$ cat config.mk
export PLATFORM = sky130hd
export DESIGN_NAME = clkdiv_top
export DESIGN_NICKNAME = d
export VERILOG_FILES = /design/src/rtl/clkdiv_pkg.sv /design/src/rtl/clkdiv_ratio_fix.sv /design/src/rtl/clkdiv_ctrl_reg.sv /design/src/rtl/clkdiv_domain_cnt.sv /design/src/rtl/clkdiv_top.sv
export SDC_FILE = /design/constraint.sdc
export NUM_CORES = 1
export LEC_CHECK = 0
export ABC_AREA = 0
export CORE_UTILIZATION = 55
export CTS_BUF_LIST = sky130_fd_sc_hd__clkbuf_4
export CTS_CLUSTER_SIZE = 28
export DETAILED_ROUTE_END_ITERATION = 7
export PLACE_DENSITY = 0.86
export SLEW_MARGIN = 5
export SYNTH_ARGS = -nofsm -noshare
export SYNTH_HDL_FRONTEND = slang
export SYNTH_HIERARCHICAL = 1
export SYNTH_SLANG_ARGS = --single-unit
$ cat constraint.sdc
create_clock -name clk -period 6.6 [get_ports clk]
set_input_delay 0.99 -clock clk [delete_from_list [all_inputs] [get_ports clk]]
set_output_delay 0.99 -clock clk [all_outputs]
set_load 0.01 [all_outputs]
$ cat src/rtl/clkdiv_pkg.sv
package clkdiv_pkg;

    localparam int EXP_W   = 2;
    localparam int NUM_DOM = 6;
    localparam int WORD_W  = 16;
    localparam int SPARE_W = WORD_W - NUM_DOM * EXP_W;

    typedef logic [EXP_W-1:0] exp_t;

    typedef enum logic [2:0] {
        DOM_PER  = 3'd0,
        DOM_DISP = 3'd1,
        DOM_PROC = 3'd2,
        DOM_COP  = 3'd3,
        DOM_MMU  = 3'd4,
        DOM_TC   = 3'd5
    } dom_e;

    typedef struct packed {
        logic [SPARE_W-1:0] spare;
        exp_t               tc;
        exp_t               mmu;
        exp_t               cop;
        exp_t               proc;
        exp_t               disp;
        exp_t               per;
    } ctl_word_t;

    function automatic exp_t exp_raise(input exp_t v, input exp_t floor_v);
        return (v < floor_v) ? floor_v : v;
    endfunction

    function automatic exp_t exp_lower(input exp_t v, input exp_t ceil_v);
        return (v > ceil_v) ? ceil_v : v;
    endfunction

    function automatic logic exp_above_next(input exp_t v, input exp_t base);
        return ({1'b0, v} > ({1'b0, base} + 1'b1));
    endfunction

endpackage

$ cat src/rtl/clkdiv_ratio_fix.sv
module clkdiv_ratio_fix
    import clkdiv_pkg::*;
(
    input  ctl_word_t req_i,
    output ctl_word_t fixed_o
);

    exp_t mmu_lo;
    exp_t mmu_fix;
    exp_t tc_a;
    exp_t tc_b;
    exp_t tc_c;
    exp_t tc_d;

    always_comb begin
        mmu_lo  = exp_raise(req_i.mmu, req_i.cop);
        mmu_fix = exp_above_next(mmu_lo, req_i.cop) ? exp_t'(req_i.cop + 1'b1) : mmu_lo;
        tc_a    = exp_raise(req_i.tc, req_i.proc);
        tc_b    = exp_raise(tc_a, mmu_fix);
        tc_c    = exp_lower(tc_b, req_i.disp);
        tc_d    = exp_lower(tc_c, req_i.per);
    end

    always_comb begin
        fixed_o     = req_i;
        fixed_o.mmu = mmu_fix;
        fixed_o.tc  = tc_d;
    end

endmodule

$ cat src/rtl/clkdiv_ctrl_reg.sv
module clkdiv_ctrl_reg
    import clkdiv_pkg::*;
(
    input  logic      clk,
    input  logic      rst,
    input  logic      wr_en,
    input  ctl_word_t fixed_i,
    input  ctl_word_t raw_i,
    output ctl_word_t word_o
);

    ctl_word_t word_q;

    always_ff @(posedge clk) begin
        if (rst) begin
            word_q <= '0;
        end else if (wr_en) begin
            word_q <= fixed_i;
        end
    end

    assign word_o = word_q;

    AST_MMU_FLOOR: assert property (@(posedge clk) disable iff (rst)
        word_q.mmu >= word_q.cop);
    AST_MMU_CEIL: assert property (@(posedge clk) disable iff (rst)
        ({1'b0, word_q.mmu} <= ({1'b0, word_q.cop} + 3'd1)));
    AST_TC_CEIL: assert property (@(posedge clk) disable iff (rst)
        (word_q.tc <= word_q.disp || word_q.tc <= word_q.per) && word_q.tc <= word_q.per);
    AST_SPARE_PASS: assert property (@(posedge clk) disable iff (rst)
        wr_en |=> word_q.spare == $past(raw_i.spare));
    AST_HOLD_IDLE: assert property (@(posedge clk) disable iff (rst)
        !wr_en |=> $stable(word_q));
    AST_RESET_CLEAR: assert property (@(posedge clk)
        rst |=> word_q == '0);

endmodule

$ cat src/rtl/clkdiv_domain_cnt.sv
module clkdiv_domain_cnt #(
    parameter int EXP_W = 2
) (
    input  logic             clk,
    input  logic             rst,
    input  logic [EXP_W-1:0] exp_i,
    output logic             tick_o
);

    localparam int CNT_W = (1 << EXP_W) - 1;

    logic [CNT_W-1:0] cnt_q;
    logic [EXP_W-1:0] exp_q;
    logic [CNT_W:0]   span;
    logic [CNT_W-1:0] reload;
    logic             exp_moved;

    always_comb begin
        span      = (CNT_W + 1)'(1) << exp_i;
        reload    = CNT_W'(span - 1'b1);
        exp_moved = (exp_i != exp_q);
    end

    always_ff @(posedge clk) begin
        if (rst) begin
            cnt_q <= '0;
            exp_q <= '0;
        end else if (exp_moved) begin
            cnt_q <= '0;
            exp_q <= exp_i;
        end else if (cnt_q == '0) begin
            cnt_q <= reload;
        end else begin
            cnt_q <= cnt_q - 1'b1;
        end
    end

    assign tick_o = (cnt_q == '0);

    AST_CNT_RANGE: assert property (@(posedge clk) disable iff (rst)
        ({1'b0, cnt_q} < ((CNT_W + 1)'(1) << exp_q)));
    AST_NO_BACK_TO_BACK: assert property (@(posedge clk) disable iff (rst)
        (tick_o && !exp_moved && exp_q != '0) |=> !tick_o);
    AST_RESTART: assert property (@(posedge clk) disable iff (rst)
        exp_moved |=> tick_o);

endmodule

$ cat src/rtl/clkdiv_top.sv
module clkdiv_top
    import clkdiv_pkg::*;
(
    input  logic              clk,
    input  logic              rst,
    input  logic              wr_en,
    input  logic [WORD_W-1:0] wr_data,
    output logic [WORD_W-1:0] rd_data,
    output logic [NUM_DOM-1:0] tick
);

    ctl_word_t req_word;
    ctl_word_t fixed_word;
    ctl_word_t stored_word;

    assign req_word = ctl_word_t'(wr_data);

    clkdiv_ratio_fix u_fix (
        .req_i   (req_word),
        .fixed_o (fixed_word)
    );

    clkdiv_ctrl_reg u_reg (
        .clk     (clk),
        .rst     (rst),
        .wr_en   (wr_en),
        .fixed_i (fixed_word),
        .raw_i   (req_word),
        .word_o  (stored_word)
    );

    assign rd_data = WORD_W'(stored_word);

    for (genvar d = 0; d < NUM_DOM; d++) begin : g_dom
        clkdiv_domain_cnt #(.EXP_W(EXP_W)) u_cnt (
            .clk    (clk),
            .rst    (rst),
            .exp_i  (rd_data[d*EXP_W +: EXP_W]),
            .tick_o (tick[d])
        );
    end

endmodule

==> results by group, run 1 <==
Outcome
  • Outcome: complete, no violations

Finish
  • Commonest non-fill, non-tap cell in the layout: dfxtp_1
  • Share of post-route cells with drive strength above 1: 10.14%
  • Area Overhead vs Synth: 16.00%
  • Post-Layout Cell Count: 336
  • Ant diodes: 0
  • Most frequent cells in the layout: dfxtp_1, clkdlybuf4s50_1, nor2_1, inv_1, ha_1
  • Final nets: 324
  • Fill cells: 340

Timing
  • Worst Tran Pin Value: 0.9944 ns
  • Hold Vio Cnt, Final: 0
  • # setup viols final: 0
  • Max Freq: 0.1941 GHz
  • Relative slew slack: 33.50%
  • RSZ-0062 raised after global routing: no
  • Fin crit share: 78.07%
  • WHS: 0.4930 ns
  • Final min period: 5.153 ns
  • Clock skew: 0.006053 ns
  • Max Slew Vio Count: 0
  • Setup TNS: 0 ns

Worst setup path
  • Worst Setup SP: wr_data[6]
  • Max incr delay on CP: 0.56 ns
  • Cells along the critical path: clkdlybuf4s50_1 -> ha_1 -> inv_1 -> ha_1 -> nor2b_1 -> a32o_2 -> nor3_2 -> mux2i_1 -> ha_1 -> or4b_1 -> a31oi_1 -> a21oi_1 -> a31o_1 -> ha_1 -> nor2b_1 -> a2bb2oi_1 -> mux2_2 -> a21oi_1 -> mux2i_1 -> nor2_1
  • Worst path buffer plus inverter count: 2
  • Required @ worst endpoint: 6.89 ns
  • Cell repeated most along the worst path: ha_1
  • Critical path class: in -> reg
  • Startpoint types: input pin
  • R2R Path Start: u_reg/word_o[0]
  • CP top delay family: adder cells
  • Slowest-stage cell, CP: clkdlybuf4s50_1
  • Worst Path Arrival: 5.45 ns
  • Largest fanout on the critical path: 8
  • CP Capture Type: register

Die
  • Die Footprint: 0.004679 sq mm
  • Initial core utilization: 58.92%
  • IO Pins: 41
  • Die Ht: 68.40 um
  • Core area: 0.004115 sq mm
  • Horiz. Die Dim: 68.40 um
  • Cell Rows: 23

Clock network
  • Clock transition at path regs: 0.12 ns
  • Setup bufs post-CTS: 0
  • Max Buffers Root-to-Sink: 2
  • CTS H-Tree Depth: 2
  • Hold-fix buffers, CTS: 0
  • Num CTS Buffers: 5
  • Clk_lat worst skew: 0.35 ns
  • Post-CTS sizing: 0
  • Root buffer cell: clkbuf_4
  • CTS tree: built
  • CTS sink cnt: 46

Placement
  • RePlAce Congestion: 0.8115
  • DP Cell Count: 329
  • IO buf count: 40
  • HPWL Detailed: 3222 um

Logic synthesis
  • Net Count, Synth: 292
  • Gate Count Post-Synth: 254
  • Avg Cell Area, Syn: 9.547 sq um
  • Number of synthesis warnings: 6
  • Ys async rst share: 0%
  • Number of synthesized register bits: 46
  • Synth cell types: 34
  • Sequential area share after synthesis: 37.98%
  • Synth Flop Type: dfxtp_1
  • Cell area after synthesis: 0.002425 sq mm
  • EDFF count, synth: 0

Power
  • PwrDens: 269.2 mW/mm^2
  • VDD IR max: 0.1612 mV
  • Leak pwr: 1.224 nW

Global route
  • Initial antenna violation count: 0
  • Tot GR Track Use: 19.82%
  • Overflow after GRT: 0
  • Vias in the first global route: 1613
  • Largest net degree at the start of global routing: 35
  • First-pass GRT wire length: 6844 um

Route
  • DRT antenna net count: 0
  • Initial drt markers: 60
  • DR vias: 1825
  • 1st-pass router iterations: 4
  • Post-DR wirelength/cell: 12.71 um
  • Routed wire length: 4271 um
  • Via density: 5.432
  • DRC: 0

Run
  • MaxCap Viol Count: 0

Hold path
  • Hold_sp: g_dom[5].u_cnt/cnt_q[0]
  • Tightest Hold Check Type: reg -> reg
-- worst reg2reg max path, stage by stage, from the launching register on --
cell	delay [ns]
dfxtp_1	0.40
nor4_1	0.42
nor2_1	0.10
ha_1	0.22
nor3_1	0.21
nor3_2	0.05
-- flip-flops by register name, indices dropped and copies added, names as in the netlist --
| name | count |
|---|---|
| g_dom.u_cnt/exp_q | 12 |
| u_reg/word_o | 16 |
| g_dom.u_cnt/cnt_q | 18 |
-- synth_stat cells, drive strengths merged, types with 2 or more instances --
library cell   n  share of area, %
nor2          37               5.7
nor3          25               6.6
nor4           6               1.5
nand2b         2              0.52
o21a           6               1.9
a31oi          8               2.1
or3            6               2.8
xor2          13               4.7
mux2i         18               7.4
inv           20               3.1
dfxtp         46                38
nor2b         10               2.6
a21oi          3              0.62
nor4b          6               2.2
ha            19               9.8
buf           16               5.4
-- layer usage --
| layer | track usage, % | wire, um | up-vias |
|---|---|---|---|
| met5 | 0 | 0 | - |
| met4 | 11.20 | 80 | 0 |
| met3 | 4.167 | 134 | 7 |
| met2 | 32.72 | 2072 | 33 |
| met1 | 23.65 | 1984 | 851 |
| li1 | - | - | 934 |
-- report_power, final --
part / internal, mW / switching [mW]
Combinational: 0.149 / 0.131
Clock: 0.0384 / 0.0821
Sequential: 0.316 / 0.0402
-- path summary, 6_finish.rpt --
kind | endpoint | slack, ns | cells after the start
worst min-delay path | g_dom[5].u_cnt/cnt_q[0] | 0.49 | 1
worst max register to register | g_dom[0].u_cnt/cnt_q[2] | 5.10 | 5
worst max-delay path | u_reg/word_o[10] | 1.45 | 20
worst min register to register | g_dom[5].u_cnt/cnt_q[0] | 0.49 | 1
-- area by class of cell --
type / count / area [sq um] / share of cell area, %
Multi-Input combinational cell: 172 / 1299 / 46.17
Sequential cell: 46 / 920.9 / 32.74
Timing Repair Buffer: 41 / 407.9 / 14.50
Inverter: 20 / 75.07 / 2.669
Tap cell: 50 / 62.56 / 2.224
Clock buffer: 5 / 37.54 / 1.335
Clock inverter: 2 / 10.01 / 0.3559
-- kinds of logic after synthesis --
kind of cell | after synthesis | share of synthesized area, %
mux | 19 | 7.895
compound gates | 26 | 8.205
simple gates | 95 | 22.96
flops | 46 | 37.98
fa+ha+maj | 19 | 9.804
xor+xnor | 13 | 4.696
buf+inv | 36 | 8.462
-- per-stage QoR --
stage          power, mW  area [sq um]  util (%)  setup slack [ns]
3_3_place_gp      0.6256          2765     67.19             1.280
4_1_cts           0.7627          2813     68.35             1.471
5_1_grt           0.8125          2813     68.35             1.176
6_report          0.7571          2813     68.35             1.447
2_1_floorplan     0.5427          2425         -             2.088
3_5_place_dp      0.6423          2765     67.19             1.105
(Power assumes the default switching activity.)
==> inputs of run 2 (changes only) <==
--- a/config.mk
+++ b/config.mk
@@ -6,11 +6,11 @@
 export NUM_CORES = 1
 export LEC_CHECK = 0
 export ABC_AREA = 0
-export CORE_UTILIZATION = 55
+export CORE_UTILIZATION = 50
 export CTS_BUF_LIST = sky130_fd_sc_hd__clkbuf_4
 export CTS_CLUSTER_SIZE = 28
 export DETAILED_ROUTE_END_ITERATION = 7
-export PLACE_DENSITY = 0.86
+export PLACE_DENSITY = 0.83
 export SLEW_MARGIN = 5
 export SYNTH_ARGS = -nofsm -noshare
 export SYNTH_HDL_FRONTEND = slang
==> constraint.sdc (replaced) <==
create_clock -name clk -period 4.4 [get_ports clk]
set_input_delay 0.66 -clock clk [delete_from_list [all_inputs] [get_ports clk]]
set_output_delay 0.66 -clock clk [all_outputs]
set_load 0.01 [all_outputs]
==> run 2 against run 1 <==
Critical endpoint unchanged. Critical path type unchanged. Clock skew down 0.0026 ns. Hold slack worse by 0.0098 ns. Setup slack worse by 1.4 ns. Total power up 55%. Global-route usage up 0.50 points. Sequential share of layout area down 1.7 points. Clock power up 55%. Combinational power up 64%.
==> results by group, run 2 (same netlist as run 1, synthesis figures left out) <==
Outcome
  • Outcome: complete, no violations

Die
  • IO Pins: 41
  • Horiz. Die Dim: 71.64 um
  • Die Footprint: 0.005132 sq mm
  • Cell Rows: 24
  • Die Ht: 71.64 um
  • Initial core utilization: 53.83%
  • Core area: 0.004504 sq mm

Finish
  • Ant diodes: 0
  • Final nets: 338
  • Area Overhead vs Synth: 22.50%
  • Post-Layout Cell Count: 352
  • Share of post-route cells with drive strength above 1: 17.67%
  • Max reg flops: 18
  • Fill cells: 396
  • Fin util: 65.94%
  • Most frequent cells in the layout: dfxtp_1, clkdlybuf4s50_1, nor2_1, inv_1, nor3_1
  • Register bank with the most flops: g_dom.u_cnt/cnt_q
  • Commonest non-fill, non-tap cell in the layout: dfxtp_1

Route
  • DRT antenna net count: 0
  • Via density: 5.366
  • 1st-pass router iterations: 4
  • Initial drt markers: 61
  • Post-DR wirelength/cell: 13.88 um
  • DR vias: 1889
  • Routed wire length: 4884 um
  • DRC: 0

Global route
  • Largest net degree at the start of global routing: 20
  • First-pass GRT wire length: 8107 um
  • Tot GR Track Use: 20.32%
  • Overflow after GRT: 0
  • Initial antenna violation count: 0
  • Vias in the first global route: 1897

Hold path
  • Tightest Hold Check Type: reg -> reg

Timing
  • Setup TNS: 0 ns
  • Final min period: 4.334 ns
  • Hold Vio Cnt, Final: 0
  • RSZ-0062 raised after global routing: no
  • Fin crit share: 98.50%
  • Worst Tran Pin Value: 1.003 ns
  • # setup viols final: 0
  • Clock skew: 0.003484 ns
  • Max Slew Vio Count: 0
  • Relative slew slack: 32.91%
  • Max Freq: 0.2307 GHz

Worst setup path
  • Worst path buffer plus inverter count: 2
  • Startpoint types: input pin
  • Required @ worst endpoint: 4.70 ns
  • Cells along the critical path: dlygate4sd2_1 -> ha_4 -> inv_2 -> ha_4 -> nor2b_1 -> a32o_2 -> nor3_4 -> mux2i_2 -> ha_1 -> or4b_1 -> a31oi_2 -> a21oi_1 -> a31o_1 -> ha_1 -> nor2b_1 -> a2bb2oi_2 -> mux2_2 -> a21oi_1 -> mux2i_1 -> nor2_1
  • CP Capture Type: register
  • Slowest-stage cell, CP: or4b_1
  • Worst Path Arrival: 4.64 ns
  • Largest fanout on the critical path: 4
  • CP top delay family: simple AND/OR/NAND/NOR gates
  • Max incr delay on CP: 0.50 ns
  • Critical path class: in -> reg

Clock network
  • Num CTS Buffers: 5
  • CTS sink cnt: 46
  • Clock transition at path regs: 0.13 ns
  • Clk_lat worst skew: 0.35 ns
  • Max Buffers Root-to-Sink: 2
  • CTS tree: built
  • Root buffer cell: clkbuf_4
  • CTS H-Tree Depth: 2
  • Hold-fix buffers, CTS: 0

Placement
  • HPWL Detailed: 3599 um
  • RePlAce Congestion: 0.8579
  • IO buf count: 40
  • DP Cell Count: 343

Run
  • MaxCap Viol Count: 0

Power
  • Leak pwr: 1.306 nW
  • VDD IR max: 0.2331 mV
  • PwrDens: 396.1 mW/mm^2
## run 2: layout make-up
class                           count  area [sq um]  area share, %
Inverter                           20         75.07          2.527
Multi-Input combinational cell    172          1353          45.54
Timing Repair Buffer               55         509.2          17.14
Sequential cell                    46         920.9          31.00
Clock inverter                      2         10.01         0.3370
Tap cell                           52         65.06          2.190
Clock buffer                        5         37.54          1.264
## run 2: final timing paths
check	startpoint	to	slack [ns]	depth (start not counted)
setup / recovery	wr_data[6]	u_reg/word_o[10]	0.07	20
hold / removal	g_dom[4].u_cnt/cnt_q[0]	g_dom[4].u_cnt/cnt_q[0]	0.48	1
setup reg to reg	u_reg/word_o[7]	g_dom[3].u_cnt/cnt_q[2]	2.82	5
hold reg to reg	g_dom[4].u_cnt/cnt_q[0]	g_dom[4].u_cnt/cnt_q[0]	0.48	1
## run 2: metal layers
metal	track usage, %	vias up	share of wire (%)
met5	0	-	0
met4	9.804	0	1.4
met3	4.079	6	2.3
met2	34.59	29	51
met1	24.54	888	45
li1	-	966	-
## run 2: through the flow
stage | power, mW | setup slack (ns) | hold WS (ns) | area (sq um)
floorplan | 0.8141 | 0.2178 | 0.4449 | 2425
global placement | 0.9528 | -0.3612 | 0.4598 | 2858
detailed placement | 0.9842 | -0.5121 | 0.4674 | 2858
CTS | 1.176 | 0.01708 | 0.4851 | 2932
global route | 1.268 | 0.00006217 | 0.5217 | 2970
finish | 1.177 | 0.06579 | 0.4832 | 2970
## run 2: timing repair
| item | 4_1_cts | 5_1_grt |
|---|---|---|
| gates resized for setup | 6 | 10 |
| setup buffers | 0 | 2 |
| endpoints found under the setup margin | 1 | 1 |
| pin swaps | 0 | 4 |
| gates cloned | 0 | 0 |
## run 2: report_power, final
| group | internal [mW] | switching, mW |
|---|---|---|
| sequential | 0.474 | 0.0582 |
| clock | 0.0577 | 0.128 |
| combinational | 0.245 | 0.213 |
